## config.mk

```make
export PLATFORM = sky130hd
export DESIGN_NAME = cascade_summer
export DESIGN_NICKNAME = d
export VERILOG_FILES = /design/src/rtl/csum_pkg.sv /design/src/rtl/csum_adder.sv /design/src/rtl/csum_delay.sv /design/src/rtl/csum_cascade.sv /design/src/rtl/cascade_summer.sv
export SDC_FILE = /design/constraint.sdc
export NUM_CORES = 1
export LEC_CHECK = 0
export ABC_CLOCK_PERIOD_IN_PS = 6800
export BUFFER_PORTS_ARGS = -buffer_cell sky130_fd_sc_hd__clkbuf_2
export CAP_MARGIN = 25
export CORE_MARGIN = 4
export CORE_UTILIZATION = 30
export CTS_BUF_LIST = sky130_fd_sc_hd__clkbuf_8
export DETAILED_ROUTE_END_ITERATION = 12
export PLACE_DENSITY = 0.59
export SLEW_MARGIN = 30
export SYNTH_ARGS = -nofsm -noshare
export SYNTH_HDL_FRONTEND = slang
export SYNTH_SLANG_ARGS = --single-unit
```

## constraint.sdc

```tcl
create_clock -name clk -period 6.8 [get_ports clk]
set_input_delay 1.02 -clock clk [delete_from_list [all_inputs] [get_ports clk]]
set_output_delay 1.02 -clock clk [all_outputs]
set_load 0.05 [all_outputs]
```

## src/rtl/csum_pkg.sv

```systemverilog
package csum_pkg;
  localparam int SAMPLE_W = 20;
  localparam int CAS_ACC_W = SAMPLE_W + 1;

  typedef struct packed {
    logic signed [SAMPLE_W-1:0] re;
    logic signed [SAMPLE_W-1:0] im;
  } cplx_t;

  localparam int CPLX_W = 2 * SAMPLE_W;

  // Clamp a two-operand sum back into the sample range.
  function automatic logic signed [SAMPLE_W-1:0] clamp_cas(
      input logic signed [CAS_ACC_W-1:0] v);
    logic signed [CAS_ACC_W-1:0] hi;
    logic signed [CAS_ACC_W-1:0] lo;
    hi = CAS_ACC_W'((64'sd1 <<< (SAMPLE_W-1)) - 64'sd1);
    lo = -hi - CAS_ACC_W'(1);
    if (v > hi)      clamp_cas = hi[SAMPLE_W-1:0];
    else if (v < lo) clamp_cas = lo[SAMPLE_W-1:0];
    else             clamp_cas = v[SAMPLE_W-1:0];
  endfunction
endpackage

```

## src/rtl/csum_adder.sv

```systemverilog
module csum_adder
  import csum_pkg::*;
#(
  parameter int NUM_CH = 4
) (
  input  logic                       clk,
  input  logic                       rst,
  input  logic                       in_valid,
  input  logic [NUM_CH*SAMPLE_W-1:0] ch_re,
  input  logic [NUM_CH*SAMPLE_W-1:0] ch_im,
  output cplx_t                      sum_q,
  output logic                       vld_q
);
  localparam int ACC_W = SAMPLE_W + $clog2(NUM_CH) + 1;
  localparam logic signed [ACC_W-1:0] HI = ACC_W'((64'sd1 <<< (SAMPLE_W-1)) - 64'sd1);
  localparam logic signed [ACC_W-1:0] LO = -HI - ACC_W'(1);

  logic signed [ACC_W-1:0] acc_re, acc_im;
  logic signed [SAMPLE_W-1:0] sat_re, sat_im;

  always_comb begin
    acc_re = '0;
    acc_im = '0;
    for (int k = 0; k < NUM_CH; k++) begin
      acc_re = acc_re + ACC_W'($signed(ch_re[k*SAMPLE_W +: SAMPLE_W]));
      acc_im = acc_im + ACC_W'($signed(ch_im[k*SAMPLE_W +: SAMPLE_W]));
    end
  end

  always_comb begin
    if (acc_re > HI)      sat_re = HI[SAMPLE_W-1:0];
    else if (acc_re < LO) sat_re = LO[SAMPLE_W-1:0];
    else                  sat_re = acc_re[SAMPLE_W-1:0];
    if (acc_im > HI)      sat_im = HI[SAMPLE_W-1:0];
    else if (acc_im < LO) sat_im = LO[SAMPLE_W-1:0];
    else                  sat_im = acc_im[SAMPLE_W-1:0];
  end

  always_ff @(posedge clk) begin
    if (rst) begin
      sum_q <= '0;
      vld_q <= 1'b0;
    end else begin
      sum_q.re <= sat_re;
      sum_q.im <= sat_im;
      vld_q    <= in_valid;
    end
  end

  // Sign flags of the raw inputs, used only by the overflow checks.
  logic re_all_pos, re_all_neg;
  always_comb begin
    re_all_pos = 1'b1;
    re_all_neg = 1'b1;
    for (int k = 0; k < NUM_CH; k++) begin
      if (ch_re[k*SAMPLE_W + SAMPLE_W - 1])  re_all_pos = 1'b0;
      if (!ch_re[k*SAMPLE_W + SAMPLE_W - 1]) re_all_neg = 1'b0;
    end
  end

  assert_no_overflow_R5: assert property (@(posedge clk) disable iff (rst)
    $past(re_all_pos) |-> !sum_q.re[SAMPLE_W-1]);
  assert_no_underflow_R5: assert property (@(posedge clk) disable iff (rst)
    $past(re_all_neg) |-> sum_q.re[SAMPLE_W-1]);
endmodule

```

## src/rtl/csum_delay.sv

```systemverilog
module csum_delay #(
  parameter int WIDTH = 41,
  parameter int POS_W = 2
) (
  input  logic             clk,
  input  logic             rst,
  input  logic [POS_W-1:0] pos,
  input  logic [WIDTH-1:0] din,
  output logic [WIDTH-1:0] dout
);
  localparam int MAX_POS = (1 << POS_W) - 1;

  logic [WIDTH-1:0] taps [0:MAX_POS];

  assign taps[0] = din;

  for (genvar s = 1; s <= MAX_POS; s++) begin : g_stage
    always_ff @(posedge clk) begin
      if (rst) taps[s] <= '0;
      else     taps[s] <= taps[s-1];
    end
  end

  assign dout = taps[pos];

  assert_one_stage_R4: assert property (@(posedge clk) disable iff (rst)
    (pos == POS_W'(1)) |-> (dout == $past(din)));
  assert_no_stage_R4: assert property (@(posedge clk) disable iff (rst)
    (pos == '0) |-> (dout == din));
endmodule

```

## src/rtl/csum_cascade.sv

```systemverilog
module csum_cascade
  import csum_pkg::*;
(
  input  logic  clk,
  input  logic  rst,
  input  cplx_t local_in,
  input  logic  local_vld,
  input  cplx_t cas_in,
  input  logic  cas_en,
  output cplx_t sum_q,
  output cplx_t cas_q,
  output logic  vld_q
);
  cplx_t cas_gated;
  logic signed [CAS_ACC_W-1:0] add_re, add_im;

  always_comb begin
    cas_gated = cas_en ? cas_in : '0;
    add_re = CAS_ACC_W'(local_in.re) + CAS_ACC_W'(cas_gated.re);
    add_im = CAS_ACC_W'(local_in.im) + CAS_ACC_W'(cas_gated.im);
  end

  always_ff @(posedge clk) begin
    if (rst) begin
      sum_q <= '0;
      cas_q <= '0;
      vld_q <= 1'b0;
    end else begin
      sum_q    <= local_in;
      cas_q.re <= clamp_cas(add_re);
      cas_q.im <= clamp_cas(add_im);
      vld_q    <= local_vld;
    end
  end

  assert_gate_R3: assert property (@(posedge clk) disable iff (rst)
    !$past(cas_en) |-> (cas_q == $past(local_in)));
  assert_cas_no_wrap_R6: assert property (@(posedge clk) disable iff (rst)
    ($past(cas_en) && !$past(local_in.re[SAMPLE_W-1]) && !$past(cas_in.re[SAMPLE_W-1]))
      |-> !cas_q.re[SAMPLE_W-1]);
  assert_local_pass_R2: assert property (@(posedge clk) disable iff (rst)
    sum_q == $past(local_in));
endmodule

```

## src/rtl/cascade_summer.sv

```systemverilog
module cascade_summer
  import csum_pkg::*;
#(
  parameter int NUM_CH = 4,
  parameter int POS_W  = 2
) (
  input  logic                       clk,
  input  logic                       rst,
  input  logic                       in_valid,
  input  logic [NUM_CH*SAMPLE_W-1:0] ch_re,
  input  logic [NUM_CH*SAMPLE_W-1:0] ch_im,
  input  logic                       cas_en,
  input  logic [POS_W-1:0]           cas_pos,
  input  logic [SAMPLE_W-1:0]        cas_in_re,
  input  logic [SAMPLE_W-1:0]        cas_in_im,
  output logic [SAMPLE_W-1:0]        sum_re,
  output logic [SAMPLE_W-1:0]        sum_im,
  output logic [SAMPLE_W-1:0]        cas_out_re,
  output logic [SAMPLE_W-1:0]        cas_out_im,
  output logic                       out_valid
);
  localparam int DLY_W = CPLX_W + 1;

  cplx_t local_sum, local_dly, cas_in, sum_q, cas_q;
  logic  local_vld, dly_vld, vld_q;
  logic [DLY_W-1:0] dly_out;

  csum_adder #(.NUM_CH(NUM_CH)) u_adder (
    .clk(clk), .rst(rst), .in_valid(in_valid),
    .ch_re(ch_re), .ch_im(ch_im),
    .sum_q(local_sum), .vld_q(local_vld)
  );

  csum_delay #(.WIDTH(DLY_W), .POS_W(POS_W)) u_delay (
    .clk(clk), .rst(rst), .pos(cas_pos),
    .din({local_vld, local_sum}), .dout(dly_out)
  );

  assign local_dly = dly_out[CPLX_W-1:0];
  assign dly_vld   = dly_out[CPLX_W];
  assign cas_in.re = cas_in_re;
  assign cas_in.im = cas_in_im;

  csum_cascade u_cascade (
    .clk(clk), .rst(rst),
    .local_in(local_dly), .local_vld(dly_vld),
    .cas_in(cas_in), .cas_en(cas_en),
    .sum_q(sum_q), .cas_q(cas_q), .vld_q(vld_q)
  );

  assign sum_re     = sum_q.re;
  assign sum_im     = sum_q.im;
  assign cas_out_re = cas_q.re;
  assign cas_out_im = cas_q.im;
  assign out_valid  = vld_q;

  assert_valid_pos0_R7: assert property (@(posedge clk) disable iff (rst)
    (cas_pos == '0 && $past(cas_pos) == '0) |-> (out_valid == $past(in_valid, 2)));
endmodule

```

==> results.cfg <==
[outcome]
status = finished, final reports clean

[setup_path]
ff2ff_setup_slack_ns = 2.73
cp_top_family = compound AO/OA/AOI/OAI gates
max_stage_delay_ns = 0.74
cp_num_buf_inv = 4
worstSetupPathType = input port to register
cp.arrival_ns = 6.48
cp-start-kind = input port
cp.required_ns = 7.16
path_common_cell = a21o_1
crit_fanout = 19
end_kind = register
crit_slowest_cell = o31ai_4

[die]
dieArea_um2 = 53640
die_w_um = 231.6
coreArea_um2 = 49150
ios = 287
initial_utilization = 0.3052
row_count = 81
die_h_um = 231.6

[sta]
fmax_mhz = 163.5
hold_viol_final = 0
min_period_over_period = 0.8993
setup_slack_ns = 0.6849
clock_skew_ns = 0.03472
setup-violations-final = 0
fin_setup_tns_ns = 0
rsz0062_at_grt = false
worst_pin_slew_ns = 0.8989
relSlewSlack = 0.4007
min_period_ns = 6.115
slew_violations = 0

[placed_design]
hpwl_mm = 31.94
dp_slack_ns = 0.1678
postPlaceCellArea_um2 = 17130
gp_congestion = 0.8403
port_buffers = 286

[route]
dr_total_vias = 11820
drc = 0
ant_nets = 0
viasPerCell = 4.734
first_pass_iters = 5
drtIter0Drc = 496
wirelength_mm = 39.25
wire_per_inst_um = 15.72

[global_route]
gr-total-overflow = 0
track_usage = 0.1426
grt_max_degree = 102
grt_pass1_wl_mm = 62.56
antenna_found_initial = 1
grt_pass1_vias = 12020

[run]
maxCapViolations = 0

[finish]
drive_above_1_share = 0.2531
nNetsFinal = 2181
area_growth_pct = 19.71
layout_common_cells = clkbuf_2 (285), dfxtp_1 (245), nor2b_1 (139), ha_1 (126), inv_1 (108)
fin_area_um2 = 17960
final_common_cell = clkbuf_2

[clock_network]
insertion_delay_ns = 0.56
numCtsBuffers = 39
cts_setup_buffers = 0
ctsResizeCount = 0
root_buffer = clkbuf_8
path_clk_slew_ns = 0.07
htree_levels = 2
clockBufferDepth = 3
cts.sinks = 245
cts_tree = done
ctsHoldBuffers = 0

[pwr]
ir_drop_v = 0.0001539
powerDensity_nw_per_um2 = 372.2
leakage_nw = 8.177
total_power_mw = 6.684

[synth]
avgSynthCellArea_um2 = 9.914
synth_top_flop_cell = dfxtp_1
yosys_warnings = 0
synthCells = 1513
synth-edff-count = 0
syn_area_um2 = 15000
synth_seq_area_share = 0.3270
syn-num-nets = 1891
ys_ff_latch = 245
synth_cell_types = 84
synthArstFlopShare = 0

[min_path]
hold_path_class = register to register
## area by class of cell
type | instances | area (um^2)
Antenna cell | 3 | 7.507
Clock buffer | 47 | 646.9
Clock inverter | 20 | 176.4
Fill cell | 4923 | 31200
Inverter | 101 | 379.1
Multi-Input combinational cell | 1118 | 9484
Sequential cell | 245 | 4905
Tap cell | 664 | 830.8
Timing Repair Buffer | 298 | 1528
## synth_stat cells, types with 3 or more instances
cell type,count,area [um^2]
dfxtp_1,245,4905
nor2b_1,139,869.6
ha_1,126,1577
inv_1,101,379.1
and2_1,89,556.8
a21oi_1,79,395.4
o21ai_0,76,380.4
xnor2_1,58,508.0
nor2_1,54,202.7
fa_1,46,920.9
nand2_1,45,168.9
mux4_2,41,923.4
a21o_1,39,292.8
xor2_1,38,332.8
clkbuf_1,35,131.4
nand3_1,27,135.1
nand2b_1,22,137.6
nor3_1,21,105.1
a211oi_1,19,142.6
o21a_1,15,112.6
a31oi_1,13,81.33
o21ai_1,13,65.06
a211oi_2,11,137.6
o211ai_1,10,75.07
o31ai_1,10,75.07
and3_1,9,56.30
nand4_1,8,50.05
o21bai_1,8,60.06
o31ai_2,7,87.58
or3_1,7,43.79
a41oi_1,5,43.79
buf_1,5,18.77
o41ai_2,5,81.33
or2_2,5,31.28
a21boi_1,4,30.03
a21oi_2,4,35.03
o2111ai_1,4,35.03
or4_1,4,30.03
a211o_1,3,26.28
a31o_2,3,26.28
a41o_1,3,30.03
buf_2,3,15.01
## metrics by stage
stage / std cells / util / hold WS [ns]
2_1_floorplan: 1513 / - / 0.4324
3_3_place_gp: 2426 / 0.3484 / 0.4384
3_5_place_dp: 2426 / 0.3484 / 0.4491
4_1_cts: 2493 / 0.3652 / 0.4438
5_1_grt: 2494 / 0.3652 / 0.4620
6_report: 2496 / 0.3653 / 0.4423
## sequential cells by signal, summed over array words and instances (netlist names)
name             flops
u_adder.sum_q       40
u_adder.vld_q        1
u_cascade.sum_q     40
u_cascade.vld_q      1
u_cascade.cas_q     40
u_delay.taps       123
## power by group
| part | switching (mW) | leakage, nW | total (mW) | internal (mW) |
|---|---|---|---|---|
| Clock | 0.573 | 0.454 | 1.32 | 0.744 |
| Sequential | 0.175 | 2.02 | 1.95 | 1.78 |
| Combinational | 2.07 | 5.71 | 3.41 | 1.34 |
## metal layers
| metal | track usage | share of wire | wire length [um] |
|---|---|---|---|
| met1 | 0.2086 | 0.50 | 19500 |
| met2 | 0.2214 | 0.44 | 17280 |
| met4 | 0.03531 | 0.017 | 673 |
| met5 | 0 | 0 | 0 |
| met3 | 0.02102 | 0.046 | 1793 |
## logic make-up after synthesis
kind of cell | count (synthesis) | share of synthesized area
AO/OA/AOI/OAI | 361 | 0.1761
adder cells (fa/ha/maj) | 172 | 0.1665
flip-flops | 245 | 0.3270
buffers and inverters | 150 | 0.04079
AND/OR/NAND/NOR | 445 | 0.1685
XOR/XNOR | 98 | 0.05897
multiplexers | 42 | 0.06222
## final timing paths
| check | from | end | depth (start not counted) |
|---|---|---|---|
| worst min-delay path | u_delay.taps[82] | u_delay.taps[41] | 1 |
| worst min register to register | u_delay.taps[82] | u_delay.taps[41] | 1 |
| worst max register to register | u_adder.sum_q[0] | u_cascade.cas_q[16] | 12 |
| worst max-delay path | ch_re[1] | u_adder.sum_q[38] | 26 |
## worst reg2reg max path, cell delays in order (launching register included)
cell       delay (ns)
dfxtp_1          0.35
mux4_2           0.54
ha_1             0.26
fa_1             0.41
a21oi_1          0.18
o21bai_2         0.10
a21o_1           0.23
a311oi_1         0.38
o311ai_2         0.18
o2111ai_1        0.34
a31oi_1          0.25
nand3_1          0.49
o21ai_0          0.22
(Power assumes the default switching activity.)
